`config.mk`:
```
export PLATFORM = sky130hd
export DESIGN_NAME = bat_xlate
export DESIGN_NICKNAME = d
export VERILOG_FILES = /design/src/rtl/bat_pkg.sv /design/src/rtl/bat_entry_bank.sv /design/src/rtl/bat_lookup.sv /design/src/rtl/bat_side.sv /design/src/rtl/bat_xlate.sv
export SDC_FILE = /design/constraint.sdc
export NUM_CORES = 1
export LEC_CHECK = 0
export BUFFER_PORTS_ARGS = -buffer_cell sky130_fd_sc_hd__buf_2
export CELL_PAD_IN_SITES_DETAIL_PLACEMENT = 0
export CELL_PAD_IN_SITES_GLOBAL_PLACEMENT = 1
export CORE_AREA = 2 2 191 193
export CTS_BUF_LIST = sky130_fd_sc_hd__clkbuf_8
export DETAILED_ROUTE_END_ITERATION = 16
export DIE_AREA = 0 0 193 195
export MAX_ROUTING_LAYER = met4
export PLACE_DENSITY = 0.89
export SLEW_MARGIN = 5
export SYNTH_ARGS = -nofsm -noshare
export SYNTH_HDL_FRONTEND = slang
export SYNTH_SLANG_ARGS = --single-unit
export TNS_END_PERCENT = 20
```
`constraint.sdc`:
```
create_clock -name clk -period 3.45 [get_ports clk]
set_clock_uncertainty 0.15 [all_clocks]
set_input_delay 0.5175 -clock clk [delete_from_list [all_inputs] [get_ports clk]]
set_output_delay 0.5175 -clock clk [all_outputs]
set_load 0.1 [all_outputs]
```
`src/rtl/bat_pkg.sv`:
```
package bat_pkg;
   localparam int EA_W  = 32;
   localparam int OFS_W = 17;
   localparam int UP_W  = EA_W - OFS_W;
   localparam int BL_W  = 11;
   localparam int WD_W  = 32;

   localparam logic [3:0] DFLT_DAT_WIMG = 4'b0011;
   localparam logic [3:0] DFLT_INS_WIMG = 4'b0001;

   typedef struct packed {
      logic [UP_W-1:0] start;
      logic [BL_W-1:0] len_mask;
      logic            sup_v;
      logic            usr_v;
      logic [UP_W-1:0] phys;
      logic [3:0]      wimg;
      logic [1:0]      prot;
   } bat_ent_t;

   typedef struct packed {
      logic [UP_W-1:0] start;
      logic [BL_W-1:0] len_mask;
      logic            sup_v;
      logic            usr_v;
   } bat_hi_t;

   typedef struct packed {
      logic [UP_W-1:0] phys;
      logic [3:0]      wimg;
      logic [1:0]      prot;
   } bat_lo_t;

   function automatic bat_hi_t unpack_hi(input logic [WD_W-1:0] w);
      bat_hi_t h;
      h.start    = w[31:17];
      h.len_mask = w[12:2];
      h.sup_v    = w[1];
      h.usr_v    = w[0];
      return h;
   endfunction

   function automatic bat_lo_t unpack_lo(input logic [WD_W-1:0] w);
      bat_lo_t l;
      l.phys = w[31:17];
      l.wimg = w[6:3];
      l.prot = w[1:0];
      return l;
   endfunction

   function automatic logic [UP_W-1:0] widen_mask(input logic [BL_W-1:0] m);
      return {{(UP_W-BL_W){1'b0}}, m};
   endfunction
endpackage

```
`src/rtl/bat_entry_bank.sv`:
```
module bat_entry_bank
   import bat_pkg::*;
#(
   parameter int N_ENT = 4,
   localparam int IDX_W = (N_ENT > 1) ? $clog2(N_ENT) : 1
) (
   input  logic                   clk,
   input  logic                   wr_en,
   input  logic [IDX_W-1:0]       wr_idx,
   input  logic                   wr_hi,
   input  logic [WD_W-1:0]        wr_data,
   output bat_ent_t [N_ENT-1:0]   ents
);
   bat_hi_t hi_word;
   bat_lo_t lo_word;

   always_comb begin
      hi_word = unpack_hi(wr_data);
      lo_word = unpack_lo(wr_data);
   end

   // Entry storage deliberately has no reset: software clears valid bits.
   for (genvar k = 0; k < N_ENT; k++) begin : g_ent
      logic sel;
      assign sel = wr_en && (wr_idx == IDX_W'(k));

      always_ff @(posedge clk) begin
         if (sel && wr_hi) begin
            ents[k].start    <= hi_word.start;
            ents[k].len_mask <= hi_word.len_mask;
            ents[k].sup_v    <= hi_word.sup_v;
            ents[k].usr_v    <= hi_word.usr_v;
         end
         if (sel && !wr_hi) begin
            ents[k].phys <= lo_word.phys;
            ents[k].wimg <= lo_word.wimg;
            ents[k].prot <= lo_word.prot;
         end
      end
   end
endmodule

```
`src/rtl/bat_lookup.sv`:
```
module bat_lookup
   import bat_pkg::*;
#(
   parameter int N_ENT = 4,
   localparam int CNT_W = $clog2(N_ENT + 1)
) (
   input  logic                 clk,
   input  logic                 req,
   input  bat_ent_t [N_ENT-1:0] ents,
   input  logic [UP_W-1:0]      ea_up,
   input  logic                 priv,
   output logic                 any_hit,
   output logic                 multi,
   output bat_ent_t             sel_ent,
   output logic [UP_W-1:0]      xl_up
);
   logic [N_ENT-1:0] match;
   logic [CNT_W-1:0] n_match;

   for (genvar k = 0; k < N_ENT; k++) begin : g_cmp
      logic [UP_W-1:0] keep;
      logic            live;
      assign keep     = ~widen_mask(ents[k].len_mask);
      assign live     = priv ? ents[k].sup_v : ents[k].usr_v;
      assign match[k] = live && ((ea_up & keep) == (ents[k].start & keep));
   end

   // Lowest index wins; the population count drives the overlap flag.
   always_comb begin
      sel_ent = '0;
      any_hit = 1'b0;
      n_match = '0;
      for (int k = N_ENT - 1; k >= 0; k--) begin
         if (match[k]) begin
            sel_ent = ents[k];
            any_hit = 1'b1;
         end
      end
      for (int k = 0; k < N_ENT; k++) begin
         n_match = n_match + CNT_W'(match[k]);
      end
   end

   assign multi = (n_match > CNT_W'(1));
   assign xl_up = sel_ent.phys | (ea_up & widen_mask(sel_ent.len_mask));

   always @(posedge clk) begin
      if (req && any_hit) begin
         a_r3_sel_matches: assert (((ea_up ^ sel_ent.start) & ~widen_mask(sel_ent.len_mask)) == '0)
            else $error("selected entry does not cover the address");
         a_r4_sel_valid: assert (priv ? sel_ent.sup_v : sel_ent.usr_v)
            else $error("selected entry not valid for privilege");
      end
      if (req && multi) begin
         a_r9_multi_has_hit: assert (any_hit)
            else $error("multi-hit without any hit");
      end
   end
endmodule

```
`src/rtl/bat_side.sv`:
```
module bat_side
   import bat_pkg::*;
#(
   parameter int N_ENT   = 4,
   parameter bit IS_DATA = 1'b1,
   localparam int IDX_W  = (N_ENT > 1) ? $clog2(N_ENT) : 1
) (
   input  logic             clk,
   input  logic             wr_en,
   input  logic [IDX_W-1:0] wr_idx,
   input  logic             wr_hi,
   input  logic [WD_W-1:0]  wr_data,
   input  logic             xlat_en,
   input  logic             req,
   input  logic             priv,
   input  logic             store,
   input  logic [EA_W-1:0]  ea,
   output logic [EA_W-1:0]  pa,
   output logic [3:0]       wimg,
   output logic             hit,
   output logic             miss,
   output logic             viol,
   output logic             multi
);
   bat_ent_t [N_ENT-1:0] ents;
   bat_ent_t             sel_ent;
   logic                 any_hit;
   logic                 multi_raw;
   logic [UP_W-1:0]      xl_up;
   logic [3:0]           dflt_wimg;
   logic [3:0]           hit_wimg;
   logic                 prot_bad;

   bat_entry_bank #(.N_ENT(N_ENT)) u_bank (
      .clk     (clk),
      .wr_en   (wr_en),
      .wr_idx  (wr_idx),
      .wr_hi   (wr_hi),
      .wr_data (wr_data),
      .ents    (ents)
   );

   bat_lookup #(.N_ENT(N_ENT)) u_look (
      .clk     (clk),
      .req     (req),
      .ents    (ents),
      .ea_up   (ea[EA_W-1:OFS_W]),
      .priv    (priv),
      .any_hit (any_hit),
      .multi   (multi_raw),
      .sel_ent (sel_ent),
      .xl_up   (xl_up)
   );

   if (IS_DATA) begin : g_dat
      assign dflt_wimg = DFLT_DAT_WIMG;
      assign hit_wimg  = sel_ent.wimg;
   end else begin : g_ins
      // W and M carry no meaning for fetches.
      assign dflt_wimg = DFLT_INS_WIMG;
      assign hit_wimg  = {1'b0, sel_ent.wimg[2], 1'b0, sel_ent.wimg[0]};
   end

   assign prot_bad = (sel_ent.prot == 2'b00) || (IS_DATA && store && sel_ent.prot[0]);

   always_comb begin
      pa    = ea;
      wimg  = dflt_wimg;
      hit   = 1'b0;
      miss  = 1'b0;
      viol  = 1'b0;
      if (xlat_en) begin
         wimg = '0;
         if (any_hit) begin
            pa   = {xl_up, ea[OFS_W-1:0]};
            wimg = hit_wimg;
         end
         hit  = req && any_hit;
         miss = req && !any_hit;
         viol = req && any_hit && prot_bad;
      end
      multi = req && multi_raw;
   end

   always @(posedge clk) begin
      if (req && !xlat_en) begin
         a_r1_r2_real_mode: assert (pa == ea && wimg == dflt_wimg && !hit && !miss)
            else $error("real-mode output wrong");
      end
      if (req) begin
         a_r5_low_pass: assert (pa[OFS_W-1:0] == ea[OFS_W-1:0])
            else $error("low offset bits altered");
         a_r6_hit_miss_excl: assert (!(hit && miss))
            else $error("hit and miss together");
      end
      if (viol) begin
         a_r7_viol_needs_hit: assert (hit)
            else $error("violation without hit");
      end
      if (hit && !IS_DATA) begin
         a_r8_ins_wm_zero: assert (wimg[3] == 1'b0 && wimg[1] == 1'b0)
            else $error("fetch W/M not cleared");
      end
   end
endmodule

```
`src/rtl/bat_xlate.sv`:
```
module bat_xlate
   import bat_pkg::*;
#(
   parameter int N_ENT = 4,
   localparam int IDX_W = (N_ENT > 1) ? $clog2(N_ENT) : 1
) (
   input  logic             clk,
   input  logic             wr_en,
   input  logic             wr_dside,
   input  logic [IDX_W-1:0] wr_idx,
   input  logic             wr_hi,
   input  logic [31:0]      wr_data,
   input  logic             ins_xlat_en,
   input  logic             ins_req,
   input  logic             ins_priv,
   input  logic [31:0]      ins_ea,
   output logic [31:0]      ins_pa,
   output logic [3:0]       ins_wimg,
   output logic             ins_hit,
   output logic             ins_miss,
   output logic             ins_viol,
   output logic             ins_multi,
   input  logic             dat_xlat_en,
   input  logic             dat_req,
   input  logic             dat_priv,
   input  logic             dat_store,
   input  logic [31:0]      dat_ea,
   output logic [31:0]      dat_pa,
   output logic [3:0]       dat_wimg,
   output logic             dat_hit,
   output logic             dat_miss,
   output logic             dat_viol,
   output logic             dat_multi
);
   if (N_ENT < 1 || N_ENT > 16) begin : g_bad_n
      $error("N_ENT must lie in 1..16");
   end
   if (UP_W + OFS_W != EA_W || BL_W > UP_W) begin : g_bad_w
      $error("address field widths inconsistent");
   end

   // both sides sized by the same parameter.
   bat_side #(.N_ENT(N_ENT), .IS_DATA(1'b0)) u_ins (
      .clk     (clk),
      .wr_en   (wr_en && !wr_dside),
      .wr_idx  (wr_idx),
      .wr_hi   (wr_hi),
      .wr_data (wr_data),
      .xlat_en (ins_xlat_en),
      .req     (ins_req),
      .priv    (ins_priv),
      .store   (1'b0),
      .ea      (ins_ea),
      .pa      (ins_pa),
      .wimg    (ins_wimg),
      .hit     (ins_hit),
      .miss    (ins_miss),
      .viol    (ins_viol),
      .multi   (ins_multi)
   );

   bat_side #(.N_ENT(N_ENT), .IS_DATA(1'b1)) u_dat (
      .clk     (clk),
      .wr_en   (wr_en && wr_dside),
      .wr_idx  (wr_idx),
      .wr_hi   (wr_hi),
      .wr_data (wr_data),
      .xlat_en (dat_xlat_en),
      .req     (dat_req),
      .priv    (dat_priv),
      .store   (dat_store),
      .ea      (dat_ea),
      .pa      (dat_pa),
      .wimg    (dat_wimg),
      .hit     (dat_hit),
      .miss    (dat_miss),
      .viol    (dat_viol),
      .multi   (dat_multi)
   );
endmodule

```
### Yosys cells after proc, flatten, opt, wreduce, memory -nomap -nowiden

Index checks and enable logic that the tools add are counted.

* $add $sub $neg: 6
* multipliers: 0
* divide/modulo/power cells: 0
* order comparisons: 2
* eq/ne operators: 11
* shift operators: 0
* multiplexer cells: 38
* bitwise gates (word level): 28
* reduce and logical (&&, ||, !) cells: 51

Operators with widths (count)
* $mux W34: 8
* $and A15 B15 Y15: 16
* $mux W32: 4
* $eq A15 B15 Y1: 8
* $not A11 Y15: 8
* $logic_and A1 B1 Y1: 43
* $and A15 B11 Y15: 2
* $or A15 B15 Y15: 2
* $mux W1: 22
* $mux W4: 2
* $add A2 B1 Y3: 2
* $add A3 B1 Y3: 2
* $gt A3 B1 Y1 const B: 2
* $logic_not A2 Y1: 3
* $mux W3: 2
* $add A1 B1 Y2: 2
* $eq A2 B2 Y1 const B: 2
* $logic_not A1 Y1: 4
* $eq A2 B1 Y1 const B: 1
* $logic_or A1 B1 Y1: 1

* register bits: 392
* latch bits: 0
* bits in writable memories: 0
* memory bits (read-only): 0
* input bits: 109
* memories: 0

### Longest topological paths before layout

Gate-level depths: netlist of the first run.

* word-level depth: 12
* depth in mapped cells: 12
* gate-level depth less buffers: 8

### By module

A second synthesis of the first run with hierarchy kept.

* cell total of the unflattened synthesis: 1300
* area, all modules: 18531.5 sq um

By module, submodules not included
* bat_entry_bank: instances 2, cells each 204, area each 5982.0 sq um
* bat_lookup: instances 2, cells each 399, area each 2846.5 sq um
* bat_side (u_ins): instances 1, cells each 44, area each 430.4 sq um
* bat_side (u_dat): instances 1, cells each 47, area each 424.2 sq um
* bat_xlate: instances 1, cells each 3, area each 20.0 sq um

### Worst setup path after synthesis of the first run

No wires, ideal clock.

* path type: input port to output port
* from: in dat_ea[22]
* to: out dat_wimg[0]
* arrival: 5.408 ns
* path slack: -2.625 ns
* cell stages on the path: 9
* cell sequence: buf_4 xnor2_1 o22ai_1 nor4_4 and2_1 buf_4 buf_2 a221oi_1 o311ai_0

* word-level cells in the longest chain between the ends: 9

RTL lines
* start, declared: line bat_xlate.sv:27 `input logic [31:0] dat_ea,`
* $and A15 B15 Y15: line bat_lookup.sv:25 `assign match[k] = live && ((ea_up & keep) == (ents[k].start & keep));`
* $eq A15 B15 Y1: line bat_lookup.sv:25
* $logic_and A1 B1 Y1: line bat_lookup.sv:25
* $mux W34 / $mux W1 (equally long branches) (4 in a row): line bat_lookup.sv:34 `if (match[k]) begin`
* $mux W4 (*): line bat_side.sv:74 `if (any_hit) begin`
* $mux W4 (*): line bat_side.sv:72 `if (xlat_en) begin`
* end, declared: line bat_xlate.sv:29 `output logic [3:0] dat_wimg,`

Every way passes the cells marked *; elsewhere a longest branch is shown, timed or not.

### Worst setup path after layout of the first run

* from: reg u_dat.u_bank.ents[38] (netlist name)
* to: out dat_pa[17]

* word-level cells in the longest chain between the ends: 8

RTL lines
* $and A15 B15 Y15 (*): line bat_lookup.sv:25
* $eq A15 B15 Y1 (*): line bat_lookup.sv:25
* $logic_and A1 B1 Y1 (*): line bat_lookup.sv:25
* $mux W34: line bat_lookup.sv:34
* $and A15 B11 Y15: line bat_lookup.sv:45 `assign xl_up = sel_ent.phys | (ea_up & widen_mask(sel_ent.len_mask));`
* $or A15 B15 Y15: line bat_lookup.sv:45
* $mux W32 (*): line bat_side.sv:74
* $mux W32 (*): line bat_side.sv:72
* end, declared: line bat_xlate.sv:28 `output logic [31:0] dat_pa,`

Marks and branches as above.

==> impl_metrics.csv, run 1 <==
group,metric,value,unit
status,outcome,"complete, but fails checks",
status,violations,"negative setup slack",
yosys,synth-edff-count,384,
clock_tree,h-tree-depth,2,
final_layout,diodes,0,
run,drv_cap,0,
placed_design,place.gp.congestion,0.936,
sta,fin_crit,3.96,ns
drt,dr.first_iter.drc_count,1544,
floorplanning,start_util,0.458,
worst_hold_path,min_to,"u_ins.u_bank.ents[78]$_DFFE_PP_",
power_and_ir_drop,p_comb_frac,0.092,
drt,routed_wl,46400,um
global_routing,grt_util_all_layers,0.247,
drt,drc,0,
clock_tree,numClockSinks,384,
clock_tree,cts.clk_slew.worst_paths,0.07,ns
drt,firstDrtPassIters,7,
yosys,syn_area_per_cell,15.2,um^2
yosys,synth_area_leaders,"edfxtp_1, xnor2_1, o22ai_1",
drt,post_drt_wl_per_cell,25.6,um
yosys,ys_seq_area_frac,0.711,
critical_path,critPathMaxFanout,2,
floorplanning,die_w,193,um
placed_design,numPortBuffers,114,
clock_tree,ctsHoldBuffers,0,
critical_path,start_kind,"register",
yosys,yosys.area.top_type,"edfxtp_1",
power_and_ir_drop,pwr-share-seq,0.558,
worst_hold_path,hold_path.class,"input pin to register",
critical_path,cp_slowest_cell,"or4_1",
global_routing,grt.overflow.total,0,
drt,ant_nets,0,
yosys,yosysTopAreaCellShare,0.711,
global_routing,grt_max_degree,31,
critical_path,cp-end-kind,"primary output",
sta,drv_slew,0,
clock_tree,cts_root_buf,"clkbuf_8",
placed_design,hpwl,30400,um
placed_design,place_ws,-0.265,ns
global_routing,grt_pass1_wl,66300,um
floorplanning,dieArea,0.0376,mm^2
floorplanning,io_pins,189,
yosys,ys_seq_elements,384,
critical_path,crit_path_cell_trace,"xnor2_1 > o22ai_1 > or4_1 > o41ai_2 > a211oi_1 > o41ai_4 > buf_4 > buf_12",
final_layout,final_common_cell,"edfxtp_1",
clock_tree,cts_max_path_buffers,3,
worst_hold_path,hp-start,"wr_data[8]",
floorplanning,core-area,0.0354,mm^2
floorplanning,num_rows,69,
final_layout,layout-drive-gt1-share,0.389,
power_and_ir_drop,peakVddDrop,0.360,mV
yosys,syn_area,0.0162,mm^2
yosys,yosys_warnings,0,
power_and_ir_drop,clockPowerShare,0.350,
sta,holdWs,0.0939,ns
global_routing,grt_pass1_vias,11059,
yosys,synth_cells,1066,
floorplanning,die_h,195,um
drt,vias_per_cell,5.99,
final_layout,seqCellArea,0.0115,mm^2
sta,setup_violations,43,
clock_tree,cts_tree,"done",
critical_path,criticalPathCategory,"register to primary output",
worst_hold_path,whs_path_depth,1,
sta,final.period_utilization,1.15,
sta,grt_setup_unrepaired,"true",
power_and_ir_drop,leakage,7.18,nW
final_layout,layout.nets,1424,
final_layout,area_growth,29.9,%
power_and_ir_drop,switching_power,2.28,mW
critical_path,required,2.78,ns
yosys,synth_cell_types,67,
yosys,synthFlopType,"edfxtp_1",
critical_path,crit_path_max_incr_delay,0.61,ns
final_layout,multi_input_area,0.00512,mm^2
clock_tree,cts_made_buffers,58,
sta,worst_slack,-0.508,ns
power_and_ir_drop,pwr_density_cell,449,mW/mm^2
final_layout,fill_cells,2551,
power_and_ir_drop,intPower,7.17,mW
critical_path,cp.arrival,3.29,ns
yosys,async_flop_share,0,
sta,finalHoldViolCount,0,
drt,vias,10864,
sta,max_freq,253,MHz
power_and_ir_drop,switching_share,0.241,
global_routing,grt_antenna_before_repair,1,
final_layout,most-common-layout-cells,"edfxtp_1, buf_4, xnor2_1, buf_2, clkbuf_8",
==> state kept, by name (all words and copies together), names as in the netlist <==
name	count
u_dat.u_bank.ents	196
u_ins.u_bank.ents	188
==> worst max-delay path by stage <==
stage                                           startpoint         end  slack [ns]  depth (start not counted)
after floorplan                                 dat_ea[26]  dat_pa[29]       -0.44                         10
after global placement                          ins_ea[23]  ins_pa[21]       -0.23                         10
after detailed placement                        dat_ea[31]    dat_viol       -0.26                         13
after CTS                 u_ins.u_bank.ents[187]$_DFFE_PP_  ins_pa[22]       -0.53                          9
after global routing      u_dat.u_bank.ents[141]$_DFFE_PP_  dat_pa[21]       -0.57                          9
final                      u_dat.u_bank.ents[38]$_DFFE_PP_  dat_pa[17]       -0.51                          8
==> power by group through the flow <==
stage	clock network [mW]	registers, mW	logic, mW
floorplan	0	5.36	0.645
global placement	0	5.36	0.808
detailed placement	0	5.37	0.822
CTS	3.34	5.27	0.845
global route	3.55	5.28	0.905
finish	3.31	5.28	0.870
==> cell usage after synthesis (18+ instances only) <==
cell type  number
and3_1         18
edfxtp_1      384
o22ai_1        53
xnor2_1       108
a221oi_1       22
nand2_1        48
a21oi_1        25
nor2_1         32
inv_1          24
o211ai_1       23
nand3_1        20
o21ai_0        37
buf_2          39
nor3_1         19
buf_4          41
==> cell families (layout without fill, tap and decap cells) <==
logic type,count (synthesis),count (layout),synth area share
AO/OA/AOI/OAI,253,253,0.116
XOR/XNOR,120,120,0.0657
adder cells (fa/ha/maj),2,2,0.00247
buffers and inverters,128,414,0.0451
flip-flops,384,384,0.711
multiplexers,8,8,0.00517
other,1,2,0.000231
AND/OR/NAND/NOR,170,170,0.0541
==> through the flow <==
step           setup TNS [ns]  utilization  total power [mW]  instances  instance area [um^2]
2_1_floorplan           -9.71            -              6.00       1067                 16800
3_3_place_gp            -5.68        0.544              6.17       1701                 19300
3_5_place_dp            -6.34        0.544              6.19       1701                 19300
6_report               -15.24        0.595              9.45       1814                 21100
4_1_cts                -15.64        0.584              9.46       1805                 20700
5_1_grt                -19.13        0.595              9.74       1814                 21100
==> worst max-delay path: cells and delay by family, from the launching register on <==
kind	cells	cell delay [ns]
flops	1	0.38
simple gates	1	0.61
buf+inv	2	0.36
compound gates	4	1.04
xor+xnor	1	0.31
==> area by class of cell <==
class / count / share of cell area
clock buffers: 61 / 0.0399
clock inverters: 39 / 0.00736
inverters: 26 / 0.00499
multi-input cells: 555 / 0.243
flip-flops and latches: 384 / 0.547
well taps: 461 / 0.0274
repair buffers: 288 / 0.130
==> layer usage <==
layer,global-route usage,share of wire,vias to the layer above
met5,-,0,-
met4,0.0946,0.039,0
met3,0.0417,0.096,163
met2,0.399,0.50,719
met1,0.312,0.36,5349
li1,-,-,4633
==> timing repair <==
action / 4_1_cts / 5_1_grt
resized for setup: 84 / 54
endpoints found under the setup margin: 44 / 44
pin swaps: 32 / 32
cloned: 0 / 1
buffers inserted: 4 / 9
(Power assumes the default switching activity.)
==> run 2: changes to the inputs <==
--- a/config.mk
+++ b/config.mk
@@ -6,12 +6,10 @@
 export NUM_CORES = 1
 export LEC_CHECK = 0
 export BUFFER_PORTS_ARGS = -buffer_cell sky130_fd_sc_hd__buf_2
-export CELL_PAD_IN_SITES_DETAIL_PLACEMENT = 0
-export CELL_PAD_IN_SITES_GLOBAL_PLACEMENT = 1
-export CORE_AREA = 2 2 191 193
+export CORE_AREA = 2 2 175 177
 export CTS_BUF_LIST = sky130_fd_sc_hd__clkbuf_8
 export DETAILED_ROUTE_END_ITERATION = 16
-export DIE_AREA = 0 0 193 195
+export DIE_AREA = 0 0 177 179
 export MAX_ROUTING_LAYER = met4
 export PLACE_DENSITY = 0.89
 export SLEW_MARGIN = 5
==> run 2 against run 1 <==
The run still ends with negative setup slack left. Largest cell class unchanged. Flip-flop and latch count is the same. Wire length grew 7.0%. Critical path type unchanged. Setup slack got worse by 0.10 ns. Global-route usage is 6.7 points higher. Sequential share of layout area up 0.50 points. Highest routed layer unchanged. Sequential power hardly changed. Non-clock buffer count fell by 11. Final area shrank 0.90%. Fmax is 2.5% lower.
==> impl_metrics.csv, run 2 (synthesis gave the netlist of run 1 again) <==
group,metric,value,unit
status,outcome,"complete, but fails checks",
status,violations,"negative setup slack",
global_routing,grt_max_degree,31,
power_and_ir_drop,pwr_density_cell,457,mW/mm^2
critical_path,start_kind,"register",
placed_design,place_area,0.0191,mm^2
clock_tree,ctsHoldBuffers,0,
final_layout,largest_reg_flops,196,
critical_path,critPathMaxFanout,11,
global_routing,grt_util_all_layers,0.314,
floorplanning,start_util,0.540,
worst_hold_path,whs_path_depth,1,
placed_design,numPortBuffers,114,
critical_path,worstSetupStartpoint,"u_ins.u_bank.ents[84]$_DFFE_PP_",
drt,post_drt_wl_per_cell,28.5,um
global_routing,grt_pass1_vias,11721,
clock_tree,h-tree-depth,2,
global_routing,grt_pass1_wl,70400,um
final_layout,layout.nets,1414,
drt,drc,0,
sta,maxSlewHeadroom,0.667,
final_layout,final_cell_area,0.0209,mm^2
floorplanning,die_w,177,um
final_layout,most-common-layout-cells,"edfxtp_1, buf_4, xnor2_1, buf_2, clkbuf_8",
placed_design,place_ws,-0.445,ns
sta,setup_violations,44,
critical_path,criticalPathCategory,"register to primary output",
drt,routed_wl,49600,um
final_layout,final_util,0.695,
floorplanning,num_rows,64,
sta,max_slew.worst_pin.slew,0.495,ns
sta,worst_slack,-0.608,ns
power_and_ir_drop,leakage,7.09,nW
drt,ant_nets,0,
floorplanning,core-area,0.0300,mm^2
sta,finalHoldViolCount,0,
clock_tree,cts_max_path_buffers,3,
sta,max_freq,246,MHz
power_and_ir_drop,finalPower,9.55,mW
final_layout,layout-drive-gt1-share,0.377,
clock_tree,cts_tree,"done",
power_and_ir_drop,peakVddDrop,0.504,mV
global_routing,grt_use_met1,0.376,
critical_path,cp.arrival,3.39,ns
global_routing,grt_antenna_before_repair,3,
drt,vias,11501,
final_layout,reg_top3,"u_dat.u_bank.ents: 196 flops, u_ins.u_bank.ents: 188 flops",
global_routing,busiest_layer,"met2",
drt,firstDrtPassIters,5,
drt,vias_per_cell,6.59,
placed_design,place.gp.congestion,0.972,
sta,drv_slew,0,
critical_path,required,2.78,ns
floorplanning,die_h,179,um
drt,dr.first_iter.drc_count,1838,
floorplanning,io_pins,189,
floorplanning,dieArea,0.0317,mm^2
worst_hold_path,min_to,"u_ins.u_bank.ents[121]$_DFFE_PP_",
sta,grt_setup_unrepaired,"true",
clock_tree,cts_made_buffers,59,
final_layout,top_register,"u_dat.u_bank.ents",
global_routing,met3_usage,0.0517,
placed_design,dp_cells,1630,
sta,fin_crit,4.06,ns
run,drv_cap,0,
sta,final.period_utilization,1.18,
clock_tree,numClockSinks,384,
final_layout,final_common_cell,"edfxtp_1",
critical_path,cp-end-kind,"primary output",
clock_tree,cts_root_buf,"clkbuf_8",
final_layout,finalNonFillerCells,1744,
global_routing,grtUsageMet2,0.522,
worst_hold_path,hp-start,"wr_data[2]",
worst_hold_path,hold_path.class,"input pin to register",
final_layout,area_growth,28.7,%
placed_design,hpwl,30800,um
clock_tree,cts.clk_slew.worst_paths,0.07,ns
global_routing,grt.overflow.total,0,
## run 2: changes by cell type in the layout (fill, tap and decap cells not counted), sizes merged
cell and delta:
buf -11, clkinv +3, diode +3, clkinvlp +1
inv -1
## run 2: report_power, final
part	internal, mW	total (mW)	switching, mW
logic	0.329	0.898	0.569
registers	5.23	5.28	0.0466
clock network	1.62	3.37	1.74
total	7.19	9.55	2.36
## run 2: layout make-up
class / count / area, um^2
diodes: 3 / 7.51
clock buffers: 61 / 840
clock inverters: 42 / 169
fillers: 1766 / 9150
inverters: 26 / 104
multi-input cells: 555 / 5090
flip-flops and latches: 384 / 11500
well taps: 396 / 495
repair buffers: 277 / 2640
## run 2: stage by stage
step | hold WS, ns | setup TNS (ns)
global placement | 0.690 | -4.54
detailed placement | 0.692 | -10.83
finish | 0.0861 | -19.18
floorplan | 0.466 | -9.71
CTS | 0.0627 | -16.38
global route | 0.0903 | -21.70
## run 2: per-layer routing
layer | up-vias | wire length [um] | share of wire
met2 | 1045 | 24600 | 0.50
met4 | 0 | 2640 | 0.053
met3 | 250 | 5820 | 0.12
met1 | 5587 | 16600 | 0.33
li1 | 4619 | - | -
met5 | - | 0 | 0
## run 2: what timing repair did
action / in CTS / in global routing
cloned: 0 / 1
buffers inserted: 5 / 2
endpoints found under the setup margin: 44 / 44
endpoints found under the hold margin: 0 / 0
pin swaps: 22 / 16
gates resized for setup: 61 / 63
## run 2: critical path, stage by stage (launching register included)
cell       delay, ns
edfxtp_1        0.40
xnor2_1         0.32
o22ai_2         0.20
nor4_4          0.26
and2_4          0.23
inv_1           0.06
buf_4           0.18
o21ai_0         0.40
o211ai_1        0.29
o2bb2ai_2       0.22
buf_12          0.17
## run 2: worst max path at each step
stage / slack [ns] / to / depth (start not counted)
after global routing: -0.66 / ins_pa[26] / 10
after global placement: -0.22 / dat_pa[30] / 13
after detailed placement: -0.44 / dat_multi / 12
final: -0.61 / ins_pa[26] / 10
after CTS: -0.55 / dat_pa[18] / 10
after floorplan: -0.44 / dat_pa[29] / 10
==> run 3: changes to the inputs <==
--- a/config.mk
+++ b/config.mk
@@ -12,6 +12,7 @@
 export DIE_AREA = 0 0 177 179
 export MAX_ROUTING_LAYER = met4
 export PLACE_DENSITY = 0.89
+export SKIP_LAST_GASP = 1
 export SLEW_MARGIN = 5
 export SYNTH_ARGS = -nofsm -noshare
 export SYNTH_HDL_FRONTEND = slang
==> run 3 against run 2 <==
The run still ends with negative setup slack left. Final cell count is 0.40% higher. Non-clock buffer count is 7 higher. Fmax is 0.84% lower. Setup slack worse by 0.034 ns. Worst hold slack worse by 0.016 ns. Utilization is 0.66 points lower. Global-route usage is 0.36 points lower. Critical path depth is 1 lower. Final area is 0.95% lower. Highest routed layer unchanged.
==> impl_metrics.csv, run 3 (synthesis gave the netlist of run 1 again) <==
group,metric,value,unit
sta,final.period_utilization,1.19,
placed_design,place.gp.congestion,0.972,
sta,drv_slew,0,
floorplanning,die_w,177,um
clock_tree,h-tree-depth,2,
clock_tree,cts.clk_slew.worst_paths,0.07,ns
placed_design,place_area,0.0191,mm^2
final_layout,area_growth,27.5,%
critical_path,cp-end-kind,"primary output",
final_layout,layout.nets,1421,
global_routing,grt_pass1_wl,69700,um
power_and_ir_drop,switching_share,0.247,
clock_tree,cts_max_path_buffers,3,
drt,vias,11460,
power_and_ir_drop,clockPowerShare,0.354,
global_routing,grt_util_all_layers,0.310,
final_layout,top_register,"u_dat.u_bank.ents",
power_and_ir_drop,intPower,7.17,mW
final_layout,largest_reg_flops,196,
run,drv_cap,0,
worst_hold_path,whs_path_depth,1,
status,outcome,"complete, but fails checks",
sta,setup_violations,44,
placed_design,numPortBuffers,114,
clock_tree,numClockSinks,384,
sta,worst_slack,-0.643,ns
sta,fin_crit,4.09,ns
floorplanning,io_pins,189,
sta,holdWs,0.0706,ns
drt,drc,0,
power_and_ir_drop,switching_power,2.35,mW
drt,routed_wl,48500,um
placed_design,dp_cells,1630,
floorplanning,core-area,0.0300,mm^2
power_and_ir_drop,peakVddDrop,0.484,mV
worst_hold_path,hold_path.class,"input pin to register",
worst_hold_path,hp-start,"wr_data[10]",
critical_path,start_kind,"register",
final_layout,final_cell_area,0.0207,mm^2
drt,dr.first_iter.drc_count,1913,
clock_tree,cts_tree,"done",
global_routing,grt_antenna_before_repair,3,
power_and_ir_drop,pwr_density_cell,460,mW/mm^2
power_and_ir_drop,pwr-share-seq,0.554,
final_layout,finalNonFillerCells,1751,
global_routing,grt_max_degree,31,
sta,grt_setup_unrepaired,"true",
floorplanning,start_util,0.540,
drt,post_drt_wl_per_cell,27.7,um
placed_design,hpwl,30800,um
floorplanning,die_h,179,um
critical_path,criticalPathCategory,"register to primary output",
drt,ant_nets,0,
sta,finalHoldViolCount,0,
power_and_ir_drop,p_comb_frac,0.091,
final_layout,final_common_cell,"edfxtp_1",
final_layout,layout-drive-gt1-share,0.354,
final_layout,most-common-layout-cells,"edfxtp_1, buf_4, xnor2_1, buf_2, clkbuf_8",
clock_tree,cts_made_buffers,59,
status,violations,"negative setup slack",
global_routing,grt.overflow.total,0,
power_and_ir_drop,finalPower,9.52,mW
critical_path,critPathMaxFanout,5,
power_and_ir_drop,leakage,7.03,nW
critical_path,required,2.78,ns
clock_tree,ctsHoldBuffers,0,
worst_hold_path,min_to,"u_dat.u_bank.ents[129]$_DFFE_PP_",
sta,max_freq,244,MHz
floorplanning,num_rows,64,
global_routing,grt_pass1_vias,11690,
drt,vias_per_cell,6.54,
clock_tree,cts_root_buf,"clkbuf_8",
floorplanning,dieArea,0.0317,mm^2
final_layout,reg_top3,"u_dat.u_bank.ents: 196 flops, u_ins.u_bank.ents: 188 flops",
drt,firstDrtPassIters,6,
critical_path,cp.arrival,3.43,ns
-- run 3: changes by cell type in the layout (fill, tap and decap cells not counted), moves of 3 or more --
cell and delta:
o22ai_1 +8, buf_4 +9, o221ai_2 -3, nand2_4 -3, a32o_2 -4, o221ai_1 +3
xnor2_1 +9, nand2_1 +4, o22ai_2 -6, buf_6 -3, a32o_1 +4, xnor2_2 -9
-- run 3: worst max-delay path, stage by stage (launching register included) --
cell and delay (ns):
edfxtp_1 0.41, xnor2_2 0.24, o22ai_1 0.13, or4_4 0.57, a211oi_4 0.37, buf_12 0.18, a221oi_1 0.08, o311a_1 0.39
o22ai_2 0.24, buf_12 0.21
-- run 3: how the worst max path moves through the flow --
stage	start	endpoint	slack, ns
after global placement	dat_ea[20]	dat_pa[30]	-0.22
final	u_ins.u_bank.ents[188]$_DFFE_PP_	ins_pa[21]	-0.64
after global routing	u_dat.u_bank.ents[135]$_DFFE_PP_	dat_pa[30]	-0.69
after floorplan	dat_ea[26]	dat_pa[29]	-0.44
after detailed placement	dat_ea[17]	dat_multi	-0.44
after CTS	u_dat.u_bank.ents[138]$_DFFE_PP_	dat_pa[18]	-0.59
-- run 3: stage by stage --
| step | utilization | setup TNS, ns | worst slack, ns |
|---|---|---|---|
| 2_1_floorplan | - | -9.71 | -0.445 |
| 3_5_place_dp | 0.637 | -10.83 | -0.445 |
| 6_report | 0.689 | -22.23 | -0.643 |
| 5_1_grt | 0.689 | -25.44 | -0.687 |
| 3_3_place_gp | 0.637 | -4.54 | -0.221 |
| 4_1_cts | 0.677 | -21.08 | -0.594 |
-- run 3: cell type report --
| class | count | area [um^2] |
|---|---|---|
| Antenna cell | 3 | 7.51 |
| Timing Repair Buffer | 284 | 2700 |
| Clock inverter | 42 | 169 |
| Inverter | 26 | 105 |
| Fill cell | 1817 | 9350 |
| Sequential cell | 384 | 11500 |
| Tap cell | 396 | 495 |
| Multi-Input combinational cell | 555 | 4830 |
| Clock buffer | 61 | 840 |
-- run 3: repair_timing --
action,4_1_cts,5_1_grt
gates resized for setup,24,42
cloned,0,3
endpoints found under the setup margin,44,44
setup buffers,5,7
pin swaps,4,18
-- run 3: metal layers --
metal | wire (um) | vias to the layer above | GRT usage | share of wire
met5 | 0 | - | - | 0
met4 | 2300 | 0 | 0.138 | 0.047
met3 | 5520 | 216 | 0.0513 | 0.11
met2 | 24100 | 1010 | 0.517 | 0.50
met1 | 16700 | 5605 | 0.376 | 0.34
li1 | - | 4629 | - | -
-- run 3: power groups by stage --
stage,Sequential (mW),Combinational [mW],Clock (mW)
3_3_place_gp,5.36,0.797,0
3_5_place_dp,5.37,0.824,0
6_report,5.28,0.869,3.37
2_1_floorplan,5.36,0.645,0
5_1_grt,5.28,0.896,3.57
4_1_cts,5.27,0.839,3.35
